## src/rtl/srq_status_events.sv

```systemverilog
module srq_status_events #(
  parameter int W = 16,
  parameter int ADDR_W = 7,
  parameter logic [W-1:0] STAT_MASK = {1'b0, {(W-1){1'b1}}}
) (
  input  logic              clk,
  input  logic              rst_n,
  input  logic [W-1:0]      stat_cond,
  input  logic [W-1:0]      flt_cond,
  input  logic [ADDR_W-1:0] unit_addr,
  input  logic [2:0]        reg_sel,
  input  logic              reg_rd,
  input  logic              reg_wr,
  input  logic [W-1:0]      reg_wdata,
  output logic [W-1:0]      reg_rdata,
  output logic [7:0]        msg_data,
  output logic              msg_valid,
  input  logic              msg_ready
);
  localparam logic [2:0] SEL_SCOND = 3'd0, SEL_SEVT = 3'd1, SEL_SEN = 3'd2;
  localparam logic [2:0] SEL_FCOND = 3'd3, SEL_FEVT = 3'd4, SEL_FEN = 3'd5;
  localparam logic [ADDR_W-1:0] TEN = ADDR_W'(10);
  localparam logic [7:0] BANG = 8'h21, ZERO_CH = 8'h30;

  logic [W-1:0] scond_q, fcond_q, sevt_q, fevt_q, sen_q, fen_q;
  logic         any_q, busy, pend;
  logic [1:0]   idx;
  logic [ADDR_W-1:0] addr_q;

  wire [W-1:0] scond = stat_cond & STAT_MASK;
  wire [W-1:0] srise = scond & ~scond_q;
  wire [W-1:0] frise = flt_cond & ~fcond_q;

  wire rd_sevt = reg_rd && reg_sel == SEL_SEVT;
  wire rd_fevt = reg_rd && reg_sel == SEL_FEVT;
  wire wr_sevt = reg_wr && reg_sel == SEL_SEVT;
  wire wr_fevt = reg_wr && reg_sel == SEL_FEVT;

  wire [W-1:0] sclr = rd_sevt ? '1 : (wr_sevt ? reg_wdata : '0);
  wire [W-1:0] fclr = rd_fevt ? '1 : (wr_fevt ? reg_wdata : '0);

  wire any_now = (|(sevt_q & sen_q)) | (|(fevt_q & fen_q));
  wire req     = any_now & ~any_q;

  always_ff @(posedge clk or negedge rst_n) begin
    if (!rst_n) begin
      scond_q <= '0;
      fcond_q <= '0;
      sevt_q  <= '0;
      fevt_q  <= '0;
      sen_q   <= '0;
      fen_q   <= '0;
      any_q   <= 1'b0;
    end else begin
      scond_q <= scond;
      fcond_q <= flt_cond;
      sevt_q  <= (sevt_q & ~sclr) | srise;
      fevt_q  <= (fevt_q & ~fclr) | frise;
      if (reg_wr && reg_sel == SEL_SEN) sen_q <= reg_wdata;
      if (reg_wr && reg_sel == SEL_FEN) fen_q <= reg_wdata;
      any_q   <= any_now;
    end
  end

  always_ff @(posedge clk or negedge rst_n) begin
    if (!rst_n) begin
      reg_rdata <= '0;
    end else if (reg_rd) begin
      case (reg_sel)
        SEL_SCOND: reg_rdata <= scond;
        SEL_SEVT:  reg_rdata <= sevt_q;
        SEL_SEN:   reg_rdata <= sen_q;
        SEL_FCOND: reg_rdata <= flt_cond;
        SEL_FEVT:  reg_rdata <= fevt_q;
        SEL_FEN:   reg_rdata <= fen_q;
        default:   reg_rdata <= '0;
      endcase
    end
  end

  always_ff @(posedge clk or negedge rst_n) begin
    if (!rst_n) begin
      busy   <= 1'b0;
      pend   <= 1'b0;
      idx    <= 2'd0;
      addr_q <= '0;
    end else if (!busy) begin
      if (req || pend) begin
        busy   <= 1'b1;
        pend   <= 1'b0;
        idx    <= 2'd0;
        addr_q <= unit_addr;
      end
    end else begin
      if (req) pend <= 1'b1;
      if (msg_ready) begin
        idx <= idx + 2'd1;
        if (idx == 2'd2) busy <= 1'b0;
      end
    end
  end

  wire [ADDR_W-1:0] tens = addr_q / TEN;
  wire [ADDR_W-1:0] ones = addr_q % TEN;

  assign msg_valid = busy;
  always_comb begin
    case (idx)
      2'd0:    msg_data = BANG;
      2'd1:    msg_data = ZERO_CH + 8'(tens);
      default: msg_data = ZERO_CH + 8'(ones);
    endcase
  end

  AST_RSVD_ZERO: assert property (@(posedge clk) disable iff (!rst_n)
    (sevt_q & ~STAT_MASK) == '0);
  AST_RISE_LATCH: assert property (@(posedge clk) disable iff (!rst_n)
    (srise != '0) |=> ((sevt_q & $past(srise)) == $past(srise)));
  AST_EVT_STICKY: assert property (@(posedge clk) disable iff (!rst_n)
    !(rd_sevt || wr_sevt) |=> ((sevt_q & $past(sevt_q)) == $past(sevt_q)));
  AST_FIRST_BANG: assert property (@(posedge clk) disable iff (!rst_n)
    $rose(msg_valid) |-> msg_data == BANG);
  AST_HOLD_BYTE: assert property (@(posedge clk) disable iff (!rst_n)
    (msg_valid && !msg_ready) |=> (msg_valid && $stable(msg_data)));
  AST_PEND_START: assert property (@(posedge clk) disable iff (!rst_n)
    (!busy && pend) |=> busy);
endmodule

```

## config.mk

```make
export PLATFORM = sky130hd
export DESIGN_NAME = srq_status_events
export DESIGN_NICKNAME = d
export VERILOG_FILES = /design/src/rtl/srq_status_events.sv
export SDC_FILE = /design/constraint.sdc
export NUM_CORES = 1
export LEC_CHECK = 0
export BUFFER_PORTS_ARGS = -buffer_cell sky130_fd_sc_hd__buf_2
export CAP_MARGIN = 20
export CORE_ASPECT_RATIO = 1.4
export CORE_MARGIN = 4
export CORE_UTILIZATION = 58
export CTS_CLUSTER_DIAMETER = 50
export DETAILED_ROUTE_END_ITERATION = 12
export GPL_TIMING_DRIVEN = 0
export PLACE_DENSITY = 0.8
export RECOVER_POWER = 50
export SYNTH_ARGS = -nofsm -noshare
export SYNTH_HDL_FRONTEND = slang
export SYNTH_SLANG_ARGS = --single-unit
```

## constraint.sdc

```tcl
create_clock -name clk -period 2.1 [get_ports clk]
set_clock_uncertainty 0.15 [all_clocks]
set_input_delay 0.21 -clock clk [delete_from_list [all_inputs] [get_ports clk]]
set_output_delay 0.21 -clock clk [all_outputs]
set_load 0.005 [all_outputs]
```

# --- After elaboration in Yosys (flattened, before gate mapping) ---
# Index checks and enable logic that the tools add are counted.
totals:
  register_bits: 123
  inputBits: 63
op_classes:
  n_addsub: 3
  n_div: 2
  n_eq_ne: 9
  n_mux: 16
  bitwise: 16
  n_reduce_logical: 15
op_table:
  columns: ["op", "count"]
  rows:
  - ["16-bit case mux with 6 select lines", 1]
  - ["16-bit AND", 5]
  - ["16-bit 2-to-1 mux", 4]
  - ["16-bit inverter", 3]
  - ["16-bit OR", 2]
  - ["16-bit OR reduction", 2]
  - ["6-bit by 7-bit adder with 8-bit output (first input constant)", 2]
  - ["15-bit by 16-bit AND with 16-bit output", 1]
  - ["15-bit inverter with 16-bit output", 1]
  - ["8-bit case mux with 2 select lines", 1]
  - ["7-bit by 4-bit divider with 7-bit output (second input constant)", 1]
  - ["7-bit by 4-bit remainder unit with 7-bit output (second input constant)", 1]
  - ["1-bit 2-to-1 mux", 7]
  - ["3-bit by 2-bit equality test with 1-bit output (second input constant)", 2]
  - ["3-bit equality test (second input constant)", 2]
  - ["1-bit logical AND", 6]
  - ["2-bit 2-to-1 mux", 3]
  - ["2-bit AND reduction", 3]
  - ["3-bit by 1-bit equality test with 1-bit output (second input constant)", 1]
  - ["3-bit zero test", 1]
  - ["2-bit by 1-bit adder with 2-bit output (second input constant)", 1]
  - ["2-bit by 1-bit equality test with 1-bit output (second input constant)", 1]
  - ["2-bit equality test (second input constant)", 1]
  - ["2-bit zero test", 1]
  - ["7 further kinds", 8]

# --- Longest topological paths before layout ---
depth:
  depth_word: 7
  depth_mapped: 8
  mapped_depth_nobuf: 6

# --- Worst setup path after synthesis ---
# OpenSTA, ideal clock, no wires.
synth_path:
  kind: "reg2out"
  from: "reg addr_q[1]"
  to: "out msg_data[1]"
  t_arrival_ps: 1448
  path_slack_ps: 292
  path_stages_with_launch: 7
  path_buffers: 1
  path_cell_list: "dfrtp_1 -> buf_2 -> xor2_1 -> mux2_2 -> a222oi_1 -> a2bb2oi_1 -> nand2_1"
synth_between:
  elab_chain_len: 3
  elab_cells_between_ends: 5
  cone_classes: "add/sub (2); div (2); mux (1)"
synth_lines:
  columns: ["element", "line", "text"]
  rows:
  - ["start, declared", "28", "logic [ADDR_W-1:0] addr_q;"]
  - ["start signal, assigned", "92", "addr_q <= unit_addr;"]
  - ["7-bit by 4-bit remainder unit with 7-bit output / 7-bit by 4-bit divider with 7-bit output (equally long branches)", "104, 103", null]
  - ["6-bit by 7-bit adder with 8-bit output (on tied branches)", "111, 110", null]
  - ["8-bit case mux with 2 select lines *", "108", "case (idx)"]
  - ["end, declared", "16", "output logic [7:0] msg_data,"]
# Every way passes the cells marked *; elsewhere a longest branch is shown, timed or not.

# --- Worst setup path after layout ---
layout_path:
  from: "reg addr_q[5]"
  to: "out msg_data[2]"
# The elaborated chain is that of the path after synthesis.

==> summary.txt <==
Run status
  • Status: finished with violations
  • Violated checks: negative setup slack

Worst hold path
  • Worst Hold End: sevt_q[14]$_DFF_PN0_
  • Worst min path class: primary input to flop
  • Hold Crit Start: reg_sel[2]
  • Hold depth: 4

Worst setup path
  • WP data required: 1.74 ns
  • Cell count of the worst reg-to-reg path: 7
  • Startpoint types: flop
  • Flop-to-flop setup slack: 0.01 ns
  • Crit-path max FO: 8
  • Worst r2r dst: addr_q[1]$_DFFE_PN0P_
  • CP Class: flop to primary output
  • Crit. End Element: primary output
  • R2r startpoint: fevt_q[7]$_DFF_PN0_
  • Crit. Startpoint: addr_q[5]$_DFFE_PN0P_
  • CP Data Arrival Time: 2.14 ns

Yosys
  • Synth cell types: 61
  • Ys Warns: 0
  • Top_reg_cell synth: dfrtp_1
  • Post-synth EDFFs: 0
  • #FFs+latches synth: 123
  • Post-synthesis async set-or-reset flop share: 100.0%
  • Cell area after synthesis: 6251 um2
  • Syn avg cell area: 10.49 um2
  • Register area share after synthesis: 49.24%
  • Cells after Synth: 596

Finish
  • Fin util: 78.54%
  • Non-Filler Instances: 911
  • Fillcell total: 641
  • Area grow syn2layout: 31.43%
  • ANT cells: 0
  • # nets final: 827
  • Most common cell after layout, fill and taps aside: dfrtp_1
  • Fraction of layout instances using a drive strength above 1: 26.91%
  • Most frequent cells in the layout: dfrtp_1, nand2_1, buf_2, dlygate4sd3_1, mux2_2

Global route
  • M2 GR Usage: 59.87%
  • Met1 Usage GRT: 38.17%
  • First-pass GRT wire length: 33090 um
  • Most used routing layer: met2
  • Vias in the first global route: 6186
  • Largest net degree at the start of global routing: 94
  • GRT Util Overall: 35.83%
  • Gr ovfl total: 0
  • M3 GR Usage: 10.48%
  • Initial antenna violation count: 0

Pwr
  • PD cells: 924.3 nW/um2
  • Static Leak: 3.639 nW
  • Peak VDD IR: 734.7 uV

STA
  • Fmax: 399.6 MHz
  • Final Cycle Share: 119.2%
  • Fin crit period: 2.502 ns
  • RSZ-0062 raised after global routing: true
  • Slew HR: 42.89%
  • Final setup fails: 4
  • Slew Viols, Final: 0
  • Hold Fails Final Rpt: 0
  • Final worst slack: -0.4023 ns
  • Hold Worst Slack: 0.1642 ns
  • Worst Tran Pin Value: 0.8566 ns

Drt
  • Final ANT Viol Nets: 0
  • DR vias: 6051
  • Per-cell routed wire length: 23.62 um
  • Vias per inst: 6.642
  • Pre-Repair DR Iteration Count: 6
  • Post-route DRC: 0
  • Final Routed Wirelength: 21520 um
  • Iteration-0 DRC count of the detailed router: 652

Die
  • Site Rows: 44
  • Starting Density: 59.76%
  • Die area: 12530 um2
  • I/O pin cnt: 88
  • Die Y: 130.8 um
  • Core area: 10460 um2
  • Die X-Extent: 95.74 um

CTS
  • Number of H-tree levels: 4
  • Max Buffers Root-to-Sink: 2
  • CTS sink count: 123
  • Root buffer cell: clkbuf_16
  • TritonCTS clock tree: yes
  • Clk slew on worst S/H paths: 0.06 ns
  • CTS buffer count: 17
  • Clock insertion delay at the later pin of the skew report: 0.43 ns

Place
  • Placement Setup Slack: -0.07115 ns
  • DP HPWL: 13000 um
  • # placed instances: 816
  • RePlAce Congestion: 0.9273
  • Port Buf Inserts: 80

Flow run
  • Max cap viols: 0
repair_timing:
item | CTS | global route
endpoints found under the setup margin | 7 | 10
hold buffers | 56 | 0
gates cloned | 0 | 0
buffers inserted | 10 | 3
gates resized for setup | 31 | 10
hold endpoints to repair | 227 | 0
pin swaps | 10 | 11
synthesized netlist by cell type, types with 5 or more instances:
master | count | area [um2]
o221ai_1 | 8 | 70.07
mux2_2 | 50 | 563.0
nor3_1 | 5 | 25.02
buf_2 | 22 | 110.1
o21a_1 | 7 | 52.55
o211ai_1 | 6 | 45.04
dfrtp_1 | 123 | 3078
o21ai_0 | 29 | 145.1
nor2_1 | 33 | 123.9
nand3_1 | 20 | 100.1
nand3b_1 | 10 | 75.07
buf_4 | 6 | 45.04
mux2i_1 | 11 | 110.1
a22oi_1 | 24 | 180.2
nand2_1 | 63 | 236.5
a221oi_1 | 10 | 87.58
inv_1 | 39 | 146.4
a32o_1 | 15 | 150.1
clkbuf_1 | 13 | 48.80
a21oi_1 | 21 | 105.1
routing by layer:
metal / vias to the layer above / part of all wire (%)
li1: 2484 / -
met1: 2923 / 33
met2: 477 / 50
met3: 167 / 9.7
met4: 0 / 7.5
met5: - / 0
through the flow:
step	power (mW)	area (um2)	setup TNS [ns]
after floorplan	3.665	6255	0
after global placement	4.134	6828	-95.91
after detailed placement	4.210	6862	-0.1935
after CTS	7.477	8223	-0.9896
after global routing	7.828	8215	-4.646
final	7.594	8215	-1.194
how the worst max path moves through the flow:
stage,to,slack [ns]
floorplan,msg_data[1],0.29
finish,msg_data[2],-0.40
global route,msg_data[1],-0.54
CTS,msg_data[1],-0.36
detailed placement,addr_q[1]$_DFFE_PN0P_,-0.07
global placement,fevt_q[8]$_DFF_PN0_,-0.79
final cells by class:
cell class	count	area (um2)	share of cell area [%]
Tap cell	138	172.7	2.102
Inverter	41	153.9	1.873
Sequential cell	123	3082	37.51
Clock buffer	19	452.9	5.513
Multi-Input combinational cell	390	2909	35.41
Timing Repair Buffer	150	1039	12.64
Buffer	37	215.2	2.620
Clock inverter	13	191.4	2.330
sequential cells by signal, summed over array words and instances (netlist names):
name	flops
scond_q	15
addr_q	7
fevt_q	16
any_q	1
msg_valid	1
idx	2
fen_q	16
pend	1
sevt_q	16
fcond_q	16
sen_q	16
reg_rdata	16
cell families after synthesis:
kind of cell               share of synthesized area [%]
buffers and inverters                              6.085
AOI/OAI and AO/OA                                  18.03
and+or+nand+nor                                    12.73
DFF                                                49.24
adders and majority gates                         0.9608
other                                             0.1201
xor gates and xnor gates                          0.5606
muxes                                              12.27
power breakdown:
part / internal, mW / switching, mW
clock network: 2.05 / 1.14
logic: 0.676 / 0.738
registers: 2.68 / 0.305
critical path, cell delays in order (launching register included):
cell and delay (ns):
dfrtp_2 0.43, buf_4 0.13, buf_6 0.13, nand2_2 0.08
a221oi_2 0.30, o221ai_1 0.19, o31a_1 0.32, buf_2 0.13
Power figures use the tool's default switching activity.
